## src/rtl/mux_bus_decoder.sv

```systemverilog
module mux_bus_decoder #(
  parameter int NSEL = 4,
  parameter int AW   = 24,
  parameter int LW   = 16,
  parameter logic [NSEL*AW-1:0] BASES = {24'h100000, 24'h000000, 24'hFF0000, 24'hFFFE00},
  parameter logic [NSEL*AW-1:0] MASKS = {24'hF00000, 24'hF00000, 24'hFF0000, 24'hFFFFC0}
) (
  input  logic            clk,
  input  logic            rst_n,
  input  logic [LW-1:0]   ad,
  input  logic [AW-LW-1:0] a_hi,
  input  logic            as_n,
  input  logic            rd_n,
  input  logic            wr_n,
  input  logic            hold_req,
  input  logic [3:0]      st,
  output logic [LW-1:0]   lat_addr,
  output logic [NSEL-1:0] cs
);

  localparam logic [3:0] ST_IDLE = 4'b0000;

  logic [AW-1:0]   full_addr;
  logic [NSEL-1:0] hit;
  logic [NSEL-1:0] pick;
  logic            bus_ok;

  always_ff @(posedge clk or negedge rst_n)
    if (!rst_n)      lat_addr <= '0;
    else if (!as_n)  lat_addr <= ad;

  assign full_addr = {a_hi, lat_addr};
  assign bus_ok    = (!rd_n || !wr_n) && (st != ST_IDLE) && !hold_req;

  for (genvar i = 0; i < NSEL; i++) begin : g_region
    assign hit[i] = (full_addr & MASKS[i*AW +: AW]) == BASES[i*AW +: AW];
  end

  always_comb begin
    pick = '0;
    for (int i = 0; i < NSEL; i++)
      if (hit[i] && pick == '0) pick[i] = 1'b1;
  end

  assign cs = bus_ok ? pick : '0;

  p_latch_r2: assert property (@(posedge clk) disable iff (!rst_n)
    !as_n |=> lat_addr == $past(ad));
  p_keep_r3: assert property (@(posedge clk) disable iff (!rst_n)
    as_n |=> $stable(lat_addr));
  p_single_r5: assert property (@(posedge clk) disable iff (!rst_n)
    $onehot0(cs));
  p_strobe_r6: assert property (@(posedge clk) disable iff (!rst_n)
    (rd_n && wr_n) |-> cs == '0);
  p_idle_r7: assert property (@(posedge clk) disable iff (!rst_n)
    (st == ST_IDLE) |-> cs == '0);
  p_hold_r8: assert property (@(posedge clk) disable iff (!rst_n)
    hold_req |-> cs == '0);

endmodule

```

## config.mk

```make
export PLATFORM = sky130hd
export DESIGN_NAME = mux_bus_decoder
export DESIGN_NICKNAME = d
export VERILOG_FILES = /design/src/rtl/mux_bus_decoder.sv
export SDC_FILE = /design/constraint.sdc
export NUM_CORES = 1
export LEC_CHECK = 0
export BUFFER_PORTS_ARGS = -buffer_cell sky130_fd_sc_hd__buf_2
export CORE_UTILIZATION = 38
export DETAILED_ROUTE_END_ITERATION = 8
export PLACE_DENSITY = 0.87
export SLEW_MARGIN = 10
export SYNTH_ARGS = -nofsm -noshare
export SYNTH_HDL_FRONTEND = slang
export SYNTH_SLANG_ARGS = --single-unit
```

## constraint.sdc

```tcl
create_clock -name clk -period 1.5 [get_ports clk]
set_input_delay 0.075 -clock clk [delete_from_list [all_inputs] [get_ports clk]]
set_output_delay 0.075 -clock clk [all_outputs]
set_load 0.05 [all_outputs]
```

==> results of run 1 <==
==> routing by layer <==
| layer | GRT usage | vias to the layer above | wire (um) |
|---|---|---|---|
| met2 | 0.353 | 34 | 825 |
| met1 | 0.156 | 293 | 587 |
| met3 | 0.0360 | 0 | 153 |
| met5 | 0 | - | 0 |
| li1 | - | 304 | - |
| met4 | 0.0545 | 0 | 0 |
==> kinds of logic (layout without fill, tap and decap cells) <==
logic type	after synthesis	in the layout	share of synthesized area
and+or+nand+nor	15	15	0.135
buffers and inverters	3	62	0.0199
DFF	16	16	0.578
AOI/OAI and AO/OA	1	1	0.00721
muxes	16	16	0.260
==> power groups by stage <==
stage / clock network [mW] / logic [mW] / registers [mW]
2_1_floorplan: 0 / 0.0705 / 0.665
3_3_place_gp: 0 / 0.336 / 0.506
3_5_place_dp: 0 / 0.341 / 0.510
4_1_cts: 0.284 / 0.344 / 0.501
5_1_grt: 0.299 / 0.360 / 0.507
6_report: 0.273 / 0.341 / 0.501
==> timing repair <==
| action | in CTS | in global routing |
|---|---|---|
| pin swaps | 2 | 0 |
| hold buffers | 1 | 0 |
| gates resized for setup | 5 | 0 |
| hold endpoints to repair | 16 | 0 |
| gates cloned | 0 | 0 |
| setup buffers | 0 | 0 |
| setup endpoints to repair | 2 | 2 |
==> Yosys cell counts (all sizes together) <==
| library cell | instances |
|---|---|
| and3b | 1 |
| nand3 | 1 |
| or4b | 1 |
| inv | 1 |
| mux2 | 16 |
| nand4 | 3 |
| nor3 | 2 |
| or4 | 1 |
| nor4 | 1 |
| dfrtp | 16 |
| nor2 | 3 |
| buf | 2 |
| a21oi | 1 |
| nand2 | 2 |
==> cell type report <==
type	count	share of cell area
multi-input combinational	32	0.276
sequential	16	0.371
tap	25	0.0286
timing repair buffer	57	0.288
clock buffer	4	0.0332
inverter	1	0.00344
==> final timing paths <==
kind                        startpoint           end  cells past startpoint
max                        lat_addr[7]         cs[0]                      4
max in group asynchronous        rst_n   lat_addr[9]                      2
min                             ad[14]  lat_addr[14]                      2
max reg2reg                lat_addr[8]   lat_addr[8]                      2
min reg2reg                lat_addr[5]   lat_addr[5]                      1
min in group asynchronous        rst_n   lat_addr[1]                      2
==> per-stage QoR <==
stage	power, mW	TNS (ps)
floorplan	0.735	-255
global placement	0.842	-58.6
finish	1.12	-548
CTS	1.13	-566
global route	1.17	-683
detailed placement	0.851	-86.1
==> results, run 1 <==
- Detailed placement finished with a half-perimeter wire length of 1250 um.
- The analysis attributes to net switching a power of 379 uW.
- The total length of routed wires is 1570 um.
- 0 antenna diodes ended up in the layout.
- On the critical path, the stage with the largest delay is an instance of sky130_fd_sc_hd__or4b_4.
- Before CTS, the worst setup slack after placement is -70.3 ps.
- The via count of the first global-routing pass is 632.
- The core outline area is 1730 sq um.
- The power density normalized to cell area is 1020 nW/um^2.
- Measured on the finished design, the core utilization comes to 0.633.
- Fill cells in the final layout number 164.
- The sum of overflow across all layers after global routing is 0.
- The root buffer cell chosen for the clock tree is sky130_fd_sc_hd__clkbuf_4.
- The logic gate share of total power is 0.305.
- The post-layout net count is 145.
- The area of the die is 2000 sq um.
- Synthesis inferred 16 register bits.
- Setup repair after global routing could not meet its margin everywhere.
- The number of nets in the synthesized netlist is 85.
- The final non-filler cell total is 135.
- The register with the most flip-flops in the layout has 16 of them.
- In this run the cell area measured after placement is 1030 sq um.
- The tightest hold path in the finished design has a slack of 24.3 ps.
- Of the available clock period, the critical path in the final layout requires 1.19.
- After floorplanning, the core was divided into 15 placement rows.
- In this run the tightest slew margin relative to its limit is 0.766.
- The final worst clock skew is 0 ps.
- The routability congestion estimate from global placement is 0.659.
- Dividing the detail-routed via count by the number of cells gives 4.67.
- The worst-case clock buffer depth is 2.
- The worst hold path belongs to the class in -> reg.
- The final max-slew violation count came to 0.
- VDD sags by at most 739 uV.
- The die height is 44.7 um.
- The post-synthesis average cell area is 13.6 sq um.
- The Yosys step of the flow raised 0 warnings.
- Data on the critical path is required at its endpoint by 1420 ps.
- After the first detailed-routing iteration, the DRC count stood at 4.
- The kind of cell with the highest combined delay along the critical path is simple AND/OR/NAND/NOR gates.
- After routing the design area is 1090 sq um.
- Of the total power, registers draw 0.450.
- Counting the buffers created by CTS gives 3.
- The number of buffers inserted by port buffering is 53.
- Traced cell by cell, the critical path runs through or4b_4, nor3_4, and3b_2, buf_8.
- The largest registers in the layout are lat_addr x16.
- STA classifies the critical path endpoint as an output port.
- The sequential cell area in the final layout is 405 sq um.
- The largest total area in the synthesized netlist belongs to sky130_fd_sc_hd__dfrtp_1.
- Data on the critical path arrives at its endpoint at 1720 ps.
- The multi-input gate area in the final layout is 302 sq um.
- At the pin with the least slew margin, the transition time is 351 ps.
- The share of synthesized area in the top cell type comes to 0.578.
- The clock network fraction of total power is 0.245.
- The final routed wire length divided by cell count is 11.6 um.
- The number of distinct library cells after synthesis is 15.
- The cell count after synthesis came out at 51.
- CTS saw 16 sinks.
- The internal power summed over all cells is 736 uW.
- The critical path class is reg -> out.
- In this run the cell area of the synthesized design comes to 693 sq um.
- Across all layers, the routed design uses 631 vias.
- The top cell types in the final layout, fill and taps aside, are sky130_fd_sc_hd__buf_2 (51), sky130_fd_sc_hd__mux2_2 (16), sky130_fd_sc_hd__dfrtp_1 (12).
- Entering global routing, the biggest net connects 17 pins.
- The startpoint kind of the worst setup timing path is a flip-flop.
- The time the worst path needs with I/O delays and setup is 1790 ps.
- The run finished, with violations left.
- Derived from the worst setup path, the maximum achievable clock frequency is 558 MHz.
- The register with the highest flop count is lat_addr.
- The library cell used most frequently in the layout, excluding fill and tap cells, is sky130_fd_sc_hd__buf_2.
- The clock-pin slew reported for the worst setup and hold paths after clock tree synthesis is 90 ps.
- The top-level I/O count is 54.
- The first-pass detailed-route iteration total is 4.
- The total of max-cap violations is 0.
- The number of placed cells counting well taps is 130.
- The number of buffers and inverters on the critical path is 1.
- Across every metal layer, demand over resource in global routing totals 0.169.
- At the later pin of the worst-skew pair, clock insertion delay measures 270 ps.
- The switching fraction of total power is 0.340.
- For this configuration, the core starts out at a cell density of 0.401.
- Measured along the x axis, the die boundary spans 44.7 um.
- The register area share after synthesis is 0.578.
- TritonCTS built the clock tree.
- Setup violations remaining at the end of the flow were counted as 2.
- The initial antenna violation count was 0.
- In the post-route analysis, the smallest setup slack over all paths is -291 ps.
- The number of remaining DRC errors is 0.
- The number of endpoints with negative hold slack in the final report is 0.
- The leakage power figure is 0.548 nW.
- CTS built an H-tree with a depth of 1.
- The final reports fail on negative setup slack.
- For flop-to-flop paths, the worst setup slack is 590 ps.
- By area the synthesized netlist is led by sky130_fd_sc_hd__dfrtp_1 (58%), sky130_fd_sc_hd__mux2_2 (26%), sky130_fd_sc_hd__nand4_1 (2.7%).
- The number of antenna-violating nets in the routed design is 0.
- In this run the worst path has a maximum fanout of 2.
- The global-route wire length before repair is 2420 um.
- The share of cells above drive strength 1 is 0.764.
- The synthesis-to-layout area growth is 57.6%.
- The peak per-stage delay on the critical path is 550 ps.
Note: power is estimated with default switching activity, not from simulation.
==> run 2, diff against run 1 <==
--- a/config.mk
+++ b/config.mk
@@ -6,6 +6,7 @@
 export NUM_CORES = 1
 export LEC_CHECK = 0
 export BUFFER_PORTS_ARGS = -buffer_cell sky130_fd_sc_hd__buf_2
+export CORE_ASPECT_RATIO = 0.8
 export CORE_UTILIZATION = 38
 export DETAILED_ROUTE_END_ITERATION = 8
 export PLACE_DENSITY = 0.87
@@ -13,3 +14,4 @@
 export SYNTH_ARGS = -nofsm -noshare
 export SYNTH_HDL_FRONTEND = slang
 export SYNTH_SLANG_ARGS = --single-unit
+export TNS_END_PERCENT = 30
==> results, run 2 (synthesis results as in run 1) <==
- The number of remaining DRC errors is 0.
- The horizontal die dimension is 49.8 um.
- The library cell used most frequently in the layout, excluding fill and tap cells, is sky130_fd_sc_hd__buf_2.
- The root buffer cell is sky130_fd_sc_hd__clkbuf_4.
- The reg-to-reg critical path startpoint is lat_addr[6].
- The area of the die is 2000 sq um.
- The kind of path behind the tightest hold check is in -> reg.
- The total of max-cap violations is 0.
- TritonCTS created 3 clock buffers.
- The number of endpoints with negative hold slack in the final report is 0.
- The first-pass detailed-route iteration total is 2.
- Of the cells placed in the final design, the portion with a size suffix greater than 1 is 0.764.
- The synthesis-to-layout area growth is 57.0%.
- For this block, the initial DRC count from the detailed router was 2.
- The leakage power figure is 0.548 nW.
- The register with the highest flop count is lat_addr.
- The initial antenna violation count is 0.
- The share of the clock period used by the worst path after layout is 1.19.
- The worst setup path is captured at an output port.
- Clock-pin slew was measured on the worst setup and hold paths at 90 ps.
- The final reports fail on negative setup slack.
- The relative slew slack is 0.769.
- The sum of overflow across all layers after global routing is 0.
- The via-per-instance ratio is 4.82.
- The floorplan has 13 rows.
- TritonCTS built the clock tree.
- The worst-case clock buffer depth is 2.
- The via count of the first global-routing pass came to 584.
- The number of clock sinks seen by CTS is 16.
- Across the VDD grid, the largest voltage drop is 747 uV.
- Following the worst setup path forward leads to its endpoint at cs[0].
- The power density normalized to cell area is 1030 nW/um^2.
- In this run the number of H-tree levels came out at 1.
- The flip-flop count of the largest register, all copies and words added is 16.
- The worst register-to-register path ends at lat_addr[6].
- The core outline area is 1660 sq um.
- Final hold analysis gives a worst-case slack of 21.1 ps.
- The post-layout utilization of the core is 0.656.
- The total number of vias is 636.
- For the finished layout, the period the worst path requires is 1780 ps.
- In the final layout, the registers with the most flip-flops are lat_addr x16.
- The number of antenna-violating nets in the routed design is 0.
- Setup repair after global routing could not meet its margin everywhere.
- The critical path class is reg -> out.
- In the layout the commonest cells are sky130_fd_sc_hd__buf_2 (51), sky130_fd_sc_hd__mux2_2 (16), sky130_fd_sc_hd__dfrtp_1 (12).
- Data on the critical path is required at its endpoint by 1420 ps.
- The startpoint kind of the worst setup timing path is a flip-flop.
- The start point of the critical path is lat_addr[8].
- The transition time at the pin with the least slew margin is 346 ps.
- The final routed wire length divided by cell count is 12.4 um.
- Once routing completed, OpenROAD measured the worst setup slack at -283 ps.
- In the global route stage, overall resource usage came out at 0.166.
- The endpoint arrival time on the critical path is 1710 ps.
- The die height is 40.2 um.
- The flow ran to the end, but the final reports show violations.
- Setup violations remaining at the end of the flow were counted as 2.
- The global-route wire length before repair is 2390 um.
- 54 I/O pins were placed.
- 0 antenna diodes ended up in the layout.
- The setup slack on the worst flop-to-flop path is 580 ps.
- For the worst flop-to-flop path, the logic depth is 2.
- The total length of routed wires is 1640 um.
- The clock insertion delay at the later pin of the skew report is 270 ps.
- The post-layout net count is 145.
- The initial utilization of the core area, before any placement, comes to 0.418.
- Static timing analysis puts the maximum clock frequency at 561 MHz.
- Entering global routing, the biggest net connects 17 pins.
- The top fanout value on the critical path is 2.
- The final worst clock skew is 0 ps.
- The number of buffers inserted by port buffering is 53.
- The final max-slew violation count is 0.
- The routability congestion estimate from global placement is 0.654.
[run 2: cell counts in the layout (fill, tap and decap cells not counted)]
No cell type changed its count.
[run 2: what timing repair did]
action,4_1_cts,5_1_grt
pin swaps,0,2
gates resized for setup,4,1
gates cloned,0,0
hold buffers,1,0
buffers inserted,0,1
hold endpoints to repair,16,0
setup endpoints to repair,2,2
[run 2: metal layers]
| layer | wire length [um] | global-route usage | vias to the layer above |
|---|---|---|---|
| met5 | 0 | 0 | - |
| met4 | 0 | 0.0429 | 0 |
| met3 | 156 | 0.0379 | 0 |
| met2 | 861 | 0.341 | 37 |
| met1 | 621 | 0.179 | 295 |
| li1 | - | - | 304 |
[run 2: final cells by class]
cell class,instances,area [sq um]
multi-input cells,32,302
fillers,144,571
well taps,22,27.5
repair buffers,57,314
clock buffers,4,36.3
inverters,1,3.75
flip-flops and latches,16,405
[run 2: stage by stage]
stage          setup slack, ps  cell area, sq um  TNS [ps]  instances  total power, mW
2_1_floorplan             -187               721      -255         51            0.735
3_3_place_gp             -57.8              1020     -59.1        126            0.838
3_5_place_dp             -83.6              1020      -110        126            0.849
4_1_cts                   -305              1080      -581        131             1.12
5_1_grt                   -340              1090      -641        132             1.17
6_report                  -283              1090      -531        132             1.12
[run 2: how the worst min path moves through the flow]
stage,slack [ps],depth (start not counted),startpoint,endpoint
after CTS,20,2,ad[11],lat_addr[11]
after floorplan,-220,0,rst_n,lat_addr[0]
final,20,2,ad[11],lat_addr[11]
after global placement,-6,1,rst_n,lat_addr[1]
after global routing,20,2,ad[11],lat_addr[11]
after detailed placement,-2,1,rst_n,lat_addr[0]
[run 2: critical path, stage by stage (launching register included)]
cell                      delay (ps)
sky130_fd_sc_hd__dfrtp_2         400
sky130_fd_sc_hd__or4b_4          550
sky130_fd_sc_hd__nor3_4          120
sky130_fd_sc_hd__and3b_2         220
sky130_fd_sc_hd__buf_8           140
[run 2: report_power, final]
group	switching, mW	leakage [nW]	internal, mW	total [mW]
clock	0.126	0.0210	0.147	0.273
combinational	0.228	0.343	0.112	0.341
sequential	0.0262	0.183	0.476	0.502
total	0.380	0.548	0.736	1.12
==> run 3, diff against run 2 <==
--- a/config.mk
+++ b/config.mk
@@ -6,7 +6,6 @@
 export NUM_CORES = 1
 export LEC_CHECK = 0
 export BUFFER_PORTS_ARGS = -buffer_cell sky130_fd_sc_hd__buf_2
-export CORE_ASPECT_RATIO = 0.8
 export CORE_UTILIZATION = 38
 export DETAILED_ROUTE_END_ITERATION = 8
 export PLACE_DENSITY = 0.87
==> results, run 3 (synthesis results as in run 1) <==
- Clock skew on the completed layout was measured at 0 ps.
- Summing all non-filler instances in the final layout gives an area of 1090 sq um.
- The maximum VDD drop is 739 uV.
- Along the worst path, the maximum fanout reaches 2.
- The top-level I/O count is 54.
- STA classifies the critical path endpoint as an output port.
- The routability congestion estimate from global placement is 0.659.
- The overall track demand over capacity in global routing is 0.169.
- The core outline area is 1730 sq um.
- The worst-case clock buffer depth is 2.
- The share of the clock period used by the worst path after layout is 1.19.
- The clock net in this run drives a total of 16 sinks.
- Derived from the worst setup path, the maximum achievable clock frequency is 558 MHz.
- The number of endpoints with negative hold slack in the final report was 0.
- The HPWL after detailed placement is 1250 um.
- Including well taps, the total number of placed cells is 130.
- The endpoint arrival time on the critical path is 1720 ps.
- The horizontal die dimension is 44.7 um.
- The checks that failed: negative setup slack.
- Of the total power, the share spent switching nets is 0.340.
- The relative slew slack is 0.766.
- On the critical path the largest part of the delay comes from simple AND/OR/NAND/NOR gates.
- The required time reported for the critical path endpoint is 1420 ps.
- The total power of the final layout is 1.12 mW.
- The sequential cell fraction of total power is 0.450.
- The commonest non-fill, non-tap cell in the layout is sky130_fd_sc_hd__buf_2.
- The root buffer cell chosen for the clock tree is sky130_fd_sc_hd__clkbuf_4.
- The startpoint kind of the worst setup timing path is a flip-flop.
- The internal power summed over all cells is 736 uW.
- The total overflow left after global routing is 0.
- The initial antenna violation count came to 0.
- The final max-slew violation count came to 0.
- The number of buffers inserted by port buffering is 53.
- The minimum setup slack in the final design is -291 ps.
- In the routed design, unresolved DRC markers number 0.
- The transition time at the pin with the least slew margin is 351 ps.
- The first TritonRoute pass finished after 4 iterations.
- The met2 track demand over resource is 0.353.
- Excluding fillers, the count of instances in the completed layout stands at 135.
- The share of total power dissipated in combinational logic is 0.305.
- Together, buffers and inverters on the worst path number 1.
- The number of H-tree levels is 1.
- Leaving out fill and tap cells, the most frequent cells in the layout are sky130_fd_sc_hd__buf_2 (51), sky130_fd_sc_hd__mux2_2 (16), sky130_fd_sc_hd__dfrtp_1 (12).
- The final routed wire length divided by cell count is 11.6 um.
- The instance area at placement is 1030 sq um.
- For this configuration, the core starts out at a cell density of 0.401.
- The total length of routed wires is 1570 um.
- The power density normalized to cell area is 1020 nW/um^2.
- In this run the static leakage power is 0.548 nW.
- The violation count after the first detailed-route iteration is 4.
- The area growth from synthesis to layout is 57.6%.
- The tool flagged a number of max-cap violations equal to 0.
- The number of placement rows is 15.
- The clock network fraction of total power is 0.245.
- The die covers 2000 sq um.
- The peak per-stage delay on the critical path is 550 ps.
- The flip-flop count of the largest register, all copies and words added is 16.
- The first global-routing pass estimated 2420 um of wire.
- In the final design database the tool counted 145 nets.
- For this block, the via count after detailed routing is 631.
- The switching power is 379 uW.
- Buffers inserted during clock tree synthesis total 3.
- The signal on the critical path passes through or4b_4, nor3_4, and3b_2, buf_8.
- Ranked by flip-flop count, first place goes to lat_addr.
- Dividing the detail-routed via count by the number of cells gives 4.67.
- In the global route stage, met3 resource usage came out at 0.0360.
- The maximum number of pins on one net before global-route repair is 17.
- The CTS tree is built.
- The post-layout utilization of the core is 0.633.
- After clock tree synthesis, the setup repair step added 0 buffers.
- Clock-pin slew was measured on the worst setup and hold paths at 90 ps.
- Fill cells in the final layout number 164.
- The critical path class is reg -> out.
- The tightest min-delay check is of the in -> reg type.
- The clock insertion delay at the later pin of the skew report is 270 ps.
- The met1 demand-to-capacity share in global routing is 0.156.
- The floorplan step set the die height to 44.7 um.
- Setup repair after global routing could not meet its margin everywhere.
- Setup violations remaining at the end of the flow were counted as 2.
- The highest-delay cell along the critical path is sky130_fd_sc_hd__or4b_4.
- The routed design could run at a clock period as short as 1790 ps.
- In the final layout, the registers with the most flip-flops are lat_addr x16.
- 0 antenna diodes ended up in the layout.
- The most crowded layer after global routing is met2.
- The via count of the first global-routing pass was 632.
- Of the cells placed in the final design, the portion with a size suffix greater than 1 is 0.764.
- The flow ran to the end, but the final reports show violations.
- The detail route stage leaves a number of antenna-violating nets equal to 0.
==> run 3: cell counts in the layout (fill, tap and decap cells not counted) <==
No cell type changed its count.
==> run 3: repair_timing <==
item / 4_1_cts / 5_1_grt
resized for setup: 5 / 0
endpoints found under the hold margin: 16 / 0
hold buffers: 1 / 0
setup endpoints to repair: 2 / 2
pin swaps: 2 / 0
==> run 3: cell type report <==
| type | instances | area (sq um) | area share |
|---|---|---|---|
| sequential | 16 | 405 | 0.371 |
| tap | 25 | 31.3 | 0.0286 |
| inverter | 1 | 3.75 | 0.00344 |
| timing repair buffer | 57 | 314 | 0.288 |
| multi-input combinational | 32 | 302 | 0.276 |
| clock buffer | 4 | 36.3 | 0.0332 |
==> run 3: worst paths after layout <==
| path | from | endpoint | slack, ps | depth (start not counted) |
|---|---|---|---|---|
| max | lat_addr[7] | cs[0] | -290 | 4 |
| min | ad[14] | lat_addr[14] | 20 | 2 |
| max reg2reg | lat_addr[8] | lat_addr[8] | 590 | 2 |
| min reg2reg | lat_addr[5] | lat_addr[5] | 510 | 1 |
| max in group asynchronous | rst_n | lat_addr[9] | 1000 | 2 |
| min in group asynchronous | rst_n | lat_addr[1] | 220 | 2 |
==> run 3: power groups by stage <==
stage	registers, mW	logic, mW	clock network, mW
after floorplan	0.665	0.0705	0
after global placement	0.506	0.336	0
after detailed placement	0.510	0.341	0
after CTS	0.501	0.344	0.284
after global routing	0.507	0.360	0.299
final	0.501	0.341	0.273
==> run 3: through the flow <==
step	setup TNS (ps)	setup WS [ps]	hold slack (ps)
2_1_floorplan	-255	-187	-221
3_3_place_gp	-58.6	-58.6	-5.93
3_5_place_dp	-86.1	-70.3	0.655
4_1_cts	-566	-299	13.8
5_1_grt	-683	-357	7.11
6_report	-548	-291	24.3
==> run 3: routing by layer <==
metal	part of all wire	wire (um)	vias to the layer above
li1	-	-	304
met1	0.38	587	293
met2	0.53	825	34
met3	0.098	153	0
met4	0	0	0
met5	0	0	-
